<file path="src/rtl/stack_seq_pkg.sv">
package stack_seq_pkg;
  typedef enum logic [2:0] {
    OP_POP_LO  = 3'd0,
    OP_POP_HI  = 3'd1,
    OP_PUSH_LO = 3'd2,
    OP_PUSH_HI = 3'd3,
    OP_ENTER   = 3'd4,
    OP_EXIT    = 3'd5,
    OP_ADJ     = 3'd6,
    OP_RSVD    = 3'd7
  } op_e;

  typedef enum logic [2:0] {
    S_IDLE, S_GET_SP, S_GET_FP, S_PUSH_RD, S_MEM, S_SET_FP, S_FIN, S_NOP
  } state_e;
endpackage

</file>
<file path="src/rtl/bit_pick.sv">
module bit_pick #(
  parameter int  W    = 8,
  parameter bit  HIGH = 1'b0,
  localparam int IW   = $clog2(W)
) (
  input  logic [W-1:0]  mask_i,
  output logic [IW-1:0] idx_o
);
  generate
    if (HIGH) begin : g_high
      always_comb begin
        idx_o = '0;
        for (int i = 0; i < W; i++) if (mask_i[i]) idx_o = IW'(i);
      end
    end else begin : g_low
      always_comb begin
        idx_o = '0;
        for (int i = W - 1; i >= 0; i--) if (mask_i[i]) idx_o = IW'(i);
      end
    end
  endgenerate
endmodule

</file>
<file path="src/rtl/imm_scale.sv">
module imm_scale #(
  parameter int XLEN  = 32,
  parameter int MASKW = 8
) (
  input  logic [MASKW-1:0] imm_i,
  output logic [XLEN-1:0]  adj_o,
  output logic [XLEN-1:0]  frame_o
);
  localparam int PADW = XLEN - MASKW - 2;
  assign adj_o   = {{PADW{imm_i[MASKW-1]}}, imm_i, 2'b00};
  assign frame_o = {{PADW{1'b0}}, imm_i, 2'b00};
endmodule

</file>
<file path="src/rtl/stack_seq.sv">
module stack_seq
  import stack_seq_pkg::*;
#(
  parameter int  XLEN  = 32,
  parameter int  NREG  = 16,
  parameter int  MASKW = 8,
  localparam int AW    = $clog2(NREG)
) (
  input  logic             clk_i,
  input  logic             rst_ni,
  input  logic             start_i,
  input  logic [2:0]       op_i,
  input  logic [MASKW-1:0] imm_i,
  output logic             busy_o,
  output logic             done_o,
  output logic [AW-1:0]    rf_raddr_o,
  input  logic [XLEN-1:0]  rf_rdata_i,
  output logic             rf_we_o,
  output logic [AW-1:0]    rf_waddr_o,
  output logic [XLEN-1:0]  rf_wdata_o,
  output logic             mem_req_o,
  output logic             mem_we_o,
  output logic [XLEN-1:0]  mem_addr_o,
  output logic [XLEN-1:0]  mem_wdata_o,
  input  logic [XLEN-1:0]  mem_rdata_i,
  input  logic             mem_ack_i
);
  localparam int IW      = $clog2(MASKW);
  localparam int HI_BASE = NREG - MASKW;
  localparam logic [AW-1:0]   SP_IDX = AW'(NREG - 1);
  localparam logic [AW-1:0]   FP_IDX = AW'(NREG - 2);
  localparam logic [XLEN-1:0] WORD   = XLEN'(4);

  state_e           state_q, state_d;
  op_e              op_q, op_d;
  logic [MASKW-1:0] arg_q, arg_d;
  logic [XLEN-1:0]  sp_q, sp_d, data_q, data_d;

  logic [IW-1:0]    lo_idx, hi_idx;
  logic [XLEN-1:0]  adj_off, frame_sz;
  logic [MASKW-1:0] lo_clr, hi_clr;
  logic [AW-1:0]    bank_base, lo_reg, hi_reg;
  logic             is_pop, is_push, is_hi;

  bit_pick #(.W(MASKW), .HIGH(1'b0)) u_pick_lo (.mask_i(arg_q), .idx_o(lo_idx));
  bit_pick #(.W(MASKW), .HIGH(1'b1)) u_pick_hi (.mask_i(arg_q), .idx_o(hi_idx));
  imm_scale #(.XLEN(XLEN), .MASKW(MASKW)) u_scale (
    .imm_i(arg_q), .adj_o(adj_off), .frame_o(frame_sz)
  );

  assign is_pop    = (op_q == OP_POP_LO)  || (op_q == OP_POP_HI);
  assign is_push   = (op_q == OP_PUSH_LO) || (op_q == OP_PUSH_HI);
  assign is_hi     = (op_q == OP_POP_HI)  || (op_q == OP_PUSH_HI);
  assign bank_base = is_hi ? AW'(HI_BASE) : '0;
  assign lo_reg    = bank_base + AW'(lo_idx);
  assign hi_reg    = bank_base + AW'(hi_idx);
  assign lo_clr    = arg_q & ~(MASKW'(1) << lo_idx);
  assign hi_clr    = arg_q & ~(MASKW'(1) << hi_idx);

  assign busy_o      = (state_q != S_IDLE);
  assign done_o      = (state_q == S_FIN) || (state_q == S_NOP);
  assign mem_req_o   = (state_q == S_MEM);
  assign mem_we_o    = is_push || (op_q == OP_ENTER);
  assign mem_addr_o  = sp_q;
  assign mem_wdata_o = data_q;

  always_comb begin
    unique case (state_q)
      S_GET_SP:  rf_raddr_o = (op_q == OP_EXIT) ? FP_IDX : SP_IDX;
      S_GET_FP:  rf_raddr_o = FP_IDX;
      S_PUSH_RD: rf_raddr_o = hi_reg;
      default:   rf_raddr_o = SP_IDX;
    endcase
  end

  always_comb begin
    rf_we_o    = 1'b0;
    rf_waddr_o = SP_IDX;
    rf_wdata_o = sp_q;
    unique case (state_q)
      S_MEM: if (mem_ack_i && (is_pop || op_q == OP_EXIT)) begin
        rf_we_o    = 1'b1;
        rf_waddr_o = (op_q == OP_EXIT) ? FP_IDX : lo_reg;
        rf_wdata_o = mem_rdata_i;
      end
      S_SET_FP: begin
        rf_we_o    = 1'b1;
        rf_waddr_o = FP_IDX;
      end
      S_FIN:   rf_we_o = 1'b1;
      default: ;
    endcase
  end

  always_comb begin
    state_d = state_q;
    op_d    = op_q;
    arg_d   = arg_q;
    sp_d    = sp_q;
    data_d  = data_q;
    unique case (state_q)
      S_IDLE: if (start_i) begin
        op_d  = op_e'(op_i);
        arg_d = imm_i;
        if ((op_i == OP_RSVD) || (op_i[2] == 1'b0 && imm_i == '0)) state_d = S_NOP;
        else                                                       state_d = S_GET_SP;
      end
      S_GET_SP: begin
        sp_d = rf_rdata_i;
        unique case (op_q)
          OP_ADJ:   begin sp_d = rf_rdata_i + adj_off; state_d = S_FIN; end
          OP_ENTER: state_d = S_GET_FP;
          OP_PUSH_LO, OP_PUSH_HI: state_d = S_PUSH_RD;
          default:  state_d = S_MEM;
        endcase
      end
      S_GET_FP: begin
        data_d  = rf_rdata_i;
        sp_d    = sp_q - WORD;
        state_d = S_MEM;
      end
      S_PUSH_RD: begin
        data_d  = rf_rdata_i;
        sp_d    = sp_q - WORD;
        arg_d   = hi_clr;
        state_d = S_MEM;
      end
      S_MEM: if (mem_ack_i) begin
        if (is_pop) begin
          sp_d    = sp_q + WORD;
          arg_d   = lo_clr;
          state_d = (lo_clr != '0) ? S_MEM : S_FIN;
        end else if (is_push) begin
          state_d = (arg_q != '0) ? S_PUSH_RD : S_FIN;
        end else if (op_q == OP_ENTER) begin
          state_d = S_SET_FP;
        end else begin
          sp_d    = sp_q + WORD;
          state_d = S_FIN;
        end
      end
      S_SET_FP: begin
        sp_d    = sp_q + WORD - frame_sz;
        state_d = S_FIN;
      end
      default: state_d = S_IDLE;
    endcase
  end

  always_ff @(posedge clk_i or negedge rst_ni) begin
    if (!rst_ni) begin
      state_q <= S_IDLE;
      op_q    <= OP_RSVD;
      arg_q   <= '0;
      sp_q    <= '0;
      data_q  <= '0;
    end else begin
      state_q <= state_d;
      op_q    <= op_d;
      arg_q   <= arg_d;
      sp_q    <= sp_d;
      data_q  <= data_d;
    end
  end
endmodule

</file>
<file path="config.mk">
export PLATFORM = sky130hd
export DESIGN_NAME = stack_seq
export DESIGN_NICKNAME = d
export VERILOG_FILES = /design/src/rtl/stack_seq_pkg.sv /design/src/rtl/bit_pick.sv /design/src/rtl/imm_scale.sv /design/src/rtl/stack_seq.sv
export SDC_FILE = /design/constraint.sdc
export NUM_CORES = 1
export LEC_CHECK = 0
export BUFFER_PORTS_ARGS = -buffer_cell sky130_fd_sc_hd__buf_2
export CAP_MARGIN = 15
export CORE_MARGIN = 4
export CORE_UTILIZATION = 45
export CTS_CLUSTER_DIAMETER = 100
export DETAILED_ROUTE_END_ITERATION = 16
export PLACE_DENSITY = 0.69
export SLEW_MARGIN = 40
export SYNTH_ARGS = -nofsm -noshare
export SYNTH_HDL_FRONTEND = slang
export SYNTH_HIERARCHICAL = 1
export SYNTH_SLANG_ARGS = --single-unit
</file>
<file path="constraint.sdc">
create_clock -name clk_i -period 3.9 [get_ports clk_i]
set_input_delay 0.78 -clock clk_i [delete_from_list [all_inputs] [get_ports clk_i]]
set_output_delay 0.78 -clock clk_i [all_outputs]
set_load 0.005 [all_outputs]
</file>
==> results.toml, run 1 <==
[sta]
finalSetupViolCount = 0
rsz0062_at_grt = "true"
slew_headroom_pct = 48.8
fmax_mhz = 264
fin_ws_ps = 118
tightestPinTransition_ps = 769
maxSlewViolCount = 0
min_period_ps = 3780
fin_crit_sh_pct = 97.0
hold_viol = 0
finClkSkew_ps = 9.31

[detailed_routing]
antenna_left = 0
finalWirelength_um = 32000
drtIter0Drc = 1151
firstDrtPassIters = 8
num_vias = 10300
drt-wirelength-per-cell_um = 18.4
drc = 0
drt-vias-per-instance = 5.92

[layout]
final_util_pct = 52.3
drive_gt1_share_pct = 25.6
nets = 1602
antenna_cells = 0
fillCellCount = 2108
area_growth_pct = 14.0

[power_and_ir_drop]
vdd_drop_max_uv = 371
pwr-share-clk_pct = 7.2
cellInternalPower_mw = 5.23
p_switching_mw = 5.66
swShare_pct = 52.0
seq_power_share_pct = 15.7
power.density_nw_per_um2 = 947
pwr-share-comb_pct = 77.1
power_mw = 10.9
leakagePower_nw = 5.09

[floorplan]
die_h_um = 158
fp-row-count = 54
coreArea_um2 = 22000
ios = 188
die_area_um2 = 24900
die_x_um = 158
start_util_pct = 45.9

[synth]
synth_enable_flop_cells = 0
syn_area_um2 = 10100
ys_top_cells_by_count = "nand2_1 (128), o21ai_0 (99), nor2_1 (96), a21oi_1 (88), dfrtp_1 (75)"
ys_ff_latch = 78
syn_avg_cell_area_um2 = 7.70
synthArstFlopShare_pct = 100
ys_types = 85
synthTopCellsByArea = "dfrtp_1 (19%), ha_1 (8.3%), mux2_2 (7.5%)"
synth_top_area_share_pct = 18.6
synth-seq-area-share_pct = 19.4
synthFlopType = "dfrtp_1"
synth_top_area_cell = "dfrtp_1"
yosys_warnings = 6
synthCells = 1310
yosysMostFrequentCell = "nand2_1"

[cts]
clock_path_buffers = 2
cts_max_level = 3
clk_pin_slew_ps = 60
clock_latency_ps = 350
cts_tree = "yes"
ctsRootBufferMaster = "clkbuf_16"
cts_hold_buf = 0
cts_sinks = 78
numCtsBuffers = 9

[global_routing]
first_global_vias = 9399
grt_max_degree = 79
grtUsageTotal_pct = 25.2
antenna_found_initial = 0
grt_pass1_wl_um = 50600
grt_remaining_overflow = 0

[worst_setup_path]
cp_slowest_cell = "or3b_2"
cp_cell_sequence = "nand4_1 > nor4_2 > buf_4 > nand2_1 > xnor2_1 > ha_1 > and3_1 > a221oi_1 > o21ai_1 > or3b_2 > o21ai_2 > xnor2_1 > o21ai_0 > o221a_2"
worstPathRequired_ps = 4190
start_kind = "flop"
crit_top_cell = "xnor2_1"
cp_slowest_stage_delay_ps = 490
arrival_ps = 4070
critical_path_class = "flop to flop"
cp_max_fo = 5
crit_path_end_kind = "flop"

[min_path]
hp-class = "primary input to async pin"

[placement]
dp_hpwl_um = 25000
io_buffers = 187
pre_cts_ws_ps = 103
globalplace.congestion = 0.947

[status]
status = "finished, final reports clean"

[job]
maxCapViolCount = 0
[cell type report]
cell class              instances  area, um2  area share, %
inverters                      68        255           2.22
clock inverters                 1       5.00         0.0435
repair buffers                249       1410           12.2
flip-flops and latches         78       1960           17.0
well taps                     280        350           3.05
multi-input cells            1048       7250           63.1
clock buffers                  15        268           2.33
[cell families (layout without fill, tap and decap cells)]
logic type	Yosys count	in the layout	share of synthesized area [%]
AO/OA/AOI/OAI	380	380	25.0
XOR/XNOR	100	100	8.69
adder cells (fa/ha/maj)	69	69	8.71
other	1	26	0.0372
multiplexers	74	74	8.18
buffers and inverters	209	333	10.5
flip-flops	78	78	19.4
AND/OR/NAND/NOR	399	399	19.5
[stage by stage]
stage                     instance area, um2  instances  TNS (ps)  hold slack [ps]
after floorplan                        10200       1335         0              484
after global placement                 11100       1722         0              485
after detailed placement               11100       1722         0              490
after CTS                              11400       1738         0              494
after global routing                   11500       1739     -70.7              515
final                                  11500       1739         0              457
[sequential cells by signal, summed over array words and instances (netlist names)]
register	flops
mem_wdata_o	32
mem_addr_o	32
arg_q	8
state_q	3
op_q	3
[worst paths after layout]
check / startpoint / endpoint / slack [ps] / cells after the start
max: mem_addr_o[4] / mem_addr_o[19] / 120 / 14
min: rst_ni / mem_wdata_o[6] / 460 / 1
max reg2reg: mem_addr_o[4] / mem_addr_o[19] / 120 / 14
min reg2reg: mem_wdata_o[3] / mem_wdata_o[3] / 500 / 1
max in group asynchronous: rst_ni / mem_wdata_o[26] / 2920 / 1
min in group clk_i: mem_wdata_o[3] / mem_wdata_o[3] / 500 / 1
[layout by cell type, fill, tap and decap left out, types with 45 or more instances in the layout]
master and n:
buf_2 186, nand2_1 128, o21ai_0 97, nor2_1 96, a21oi_1 86, dfrtp_1 75, mux2_2 67, inv_1 66
ha_1 64, buf_4 62, xnor2_1 54, xor2_1 45
[power by group through the flow]
stage	registers [mW]	clock network [mW]	logic, mW
after floorplan	1.62	0	5.86
after global placement	1.69	0	8.05
after detailed placement	1.71	0	8.14
after CTS	1.70	0.807	8.19
after global routing	1.78	0.839	9.25
final	1.71	0.787	8.40
[critical path, delay by kind of cell, from the launching register on]
| family | cells | cell delay (ps) |
|---|---|---|
| adders and majority gates | 1 | 300 |
| and+or+nand+nor | 5 | 1340 |
| xor gates and xnor gates | 2 | 310 |
| buffers and inverters | 1 | 180 |
| DFF | 1 | 340 |
| AOI/OAI and AO/OA | 5 | 1240 |
[timing repair]
action,CTS,global route
setup endpoints to repair,0,12
buffers inserted,0,1
gates resized for setup,0,14
[per-layer routing]
layer | track usage (%) | share of wire (%) | vias to the layer above
met5 | 0 | 0 | -
met4 | 7.29 | 2.4 | 0
met3 | 3.80 | 7.7 | 54
li1 | - | - | 4965
met2 | 37.1 | 43 | 443
met1 | 38.2 | 47 | 4825
Note: power is estimated with default switching activity, not from simulation.
==> inputs of run 2 (changes only) <==
--- a/config.mk
+++ b/config.mk
@@ -11,6 +11,9 @@
 export CORE_UTILIZATION = 45
 export CTS_CLUSTER_DIAMETER = 100
 export DETAILED_ROUTE_END_ITERATION = 16
+export GPL_ROUTABILITY_DRIVEN = 0
+export GPL_TIMING_DRIVEN = 0
+export HOLD_SLACK_MARGIN = 0.08
 export PLACE_DENSITY = 0.69
 export SLEW_MARGIN = 40
 export SYNTH_ARGS = -nofsm -noshare
==> results.toml, run 2 (synthesized netlist as in run 1, its figures left out) <==
[worst_setup_path]
arrival_ps = 4190
critical_path_class = "flop to flop"
path_depth = 16
crit_family = "simple AND/OR/NAND/NOR gates"
crit_path_end_kind = "flop"
cp_cell_sequence = "ha_2 > inv_1 > nor4_4 > buf_4 > nand4_1 > xnor2_2 > ha_4 > nor2_2 > nor3b_4 > nor4_2 > or4_4 > o31a_1 > o311ai_2 > mux2i_1 > a31oi_1 > a31oi_1"
crit_top_cell = "a31oi_1"
start_kind = "flop"
cp_slowest_stage_delay_ps = 430
cp_slowest_cell = "dfrtp_2"
worstPathRequired_ps = 4180
cp_max_fo = 5
reg2reg_depth = 16
crit_buf_inv = 2

[global_routing]
grt_pass1_wl_um = 54400
first_global_vias = 10100
grt_max_degree = 43
grt_remaining_overflow = 0
grtUsageTotal_pct = 27.7
antenna_found_initial = 0

[floorplan]
die_h_um = 158
start_util_pct = 45.9
die_x_um = 158
coreArea_um2 = 22000
ios = 188
die_area_um2 = 24900
fp-row-count = 54

[cts]
ctsRootBufferMaster = "clkbuf_16"
cts_tree = "yes"
cts_sinks = 78
clock_path_buffers = 2
numCtsBuffers = 9
clk_pin_slew_ps = 70
cts_max_level = 3
clock_latency_ps = 360
cts_hold_buf = 0

[power_and_ir_drop]
cellInternalPower_mw = 5.66
leakagePower_nw = 5.56
vdd_drop_max_uv = 349
pwr-share-clk_pct = 8.4
power.density_nw_per_um2 = 946
seq_power_share_pct = 15.3
swShare_pct = 52.0
power_mw = 11.8
p_switching_mw = 6.12
pwr-share-comb_pct = 76.3

[detailed_routing]
drc = 0
num_vias = 11000
firstDrtPassIters = 8
drtIter0Drc = 1073
drt-wirelength-per-cell_um = 19.4
drt-vias-per-instance = 5.99
antenna_left = 0
finalWirelength_um = 35700

[sta]
fin_crit_sh_pct = 100
slew_headroom_pct = 50.2
fin_ws_ps = -14.3
hold_viol = 0
min_period_ps = 3910
fmax_mhz = 255
tightestPinTransition_ps = 747
finClkSkew_ps = 9.55
finalSetupViolCount = 1
rsz0062_at_grt = "true"
maxSlewViolCount = 0

[layout]
final_util_pct = 56.7
area_growth_pct = 23.5
post-route-cell-area_um2 = 12500
final_cell_mix = "buf_2 (195), nand2_1 (126), buf_4 (101)"
layout_commonest_cell = "buf_2"
antenna_cells = 0
drive_gt1_share_pct = 30.9
nets = 1706

[status]
violations = "setup timing"
status = "finished, violations left"

[placement]
placed_cell_area_um2 = 11500
dp_hpwl_um = 27400
io_buffers = 187

[job]
maxCapViolCount = 0

[min_path]
hp-class = "primary input to async pin"
==> run 2: cell count changes in the layout (fill, tap and decap cells not counted), moves of 6 or more <==
cell	before	now
buf_4	62	101
clkbuf_1	4	38
buf_2	186	195
dfrtp_1	75	68
xnor2_1	54	47
xnor2_2	1	8
dfrtp_2	0	6
ha_1	64	58
==> run 2: routing by layer <==
layer	global-route usage, %	share of wire (%)	vias to the layer above
li1	-	-	5177
met1	38.5	43	5185
met2	42.8	45	577
met3	4.65	9.0	100
met4	10.8	3.8	0
met5	0	0	-
==> run 2: final timing paths <==
path | from | slack, ps | end
max | mem_addr_o[2] | -10 | mem_addr_o[28]
min reg2reg | mem_wdata_o[21] | 500 | mem_wdata_o[21]
min | rst_ni | 320 | arg_q[2]
max reg2reg | mem_addr_o[2] | -10 | mem_addr_o[28]
max in group asynchronous | rst_ni | 2950 | op_q[1]
min in group clk_i | mem_wdata_o[21] | 500 | mem_wdata_o[21]
==> run 2: area by class of cell <==
class / instances / area (um2)
Clock buffer: 10 / 239
Fill cell: 2059 / 9510
Sequential cell: 78 / 1970
Timing Repair Buffer: 224 / 1240
Tap cell: 280 / 350
Multi-Input combinational cell: 1048 / 7520
Clock inverter: 6 / 91.3
Buffer: 129 / 790
Inverter: 68 / 259
==> run 2: repair_timing <==
action,in CTS,in global routing
buffers inserted,18,17
endpoints found under the setup margin,55,49
gates resized for setup,35,62
cloned,0,0
pin swaps,13,29
==> run 2: metrics by stage <==
stage	instances	hold WS, ps	TNS [ps]	setup slack, ps
4_1_cts	1831	330	0	0.749
6_report	1843	315	-14.3	-14.3
3_3_place_gp	1802	485	-10730	-937
5_1_grt	1843	341	-248	-98.2
2_1_floorplan	1335	484	0	100
3_5_place_dp	1804	490	-9410	-938
==> run 2: power by group through the flow <==
stage                     logic, mW  clock network, mW  registers [mW]
final                          8.99              0.986            1.81
after global routing           9.76               1.04            1.88
after CTS                      8.50              0.991            1.74
after detailed placement       8.25                  0            1.72
after global placement         8.20                  0            1.70
after floorplan                5.86                  0            1.62
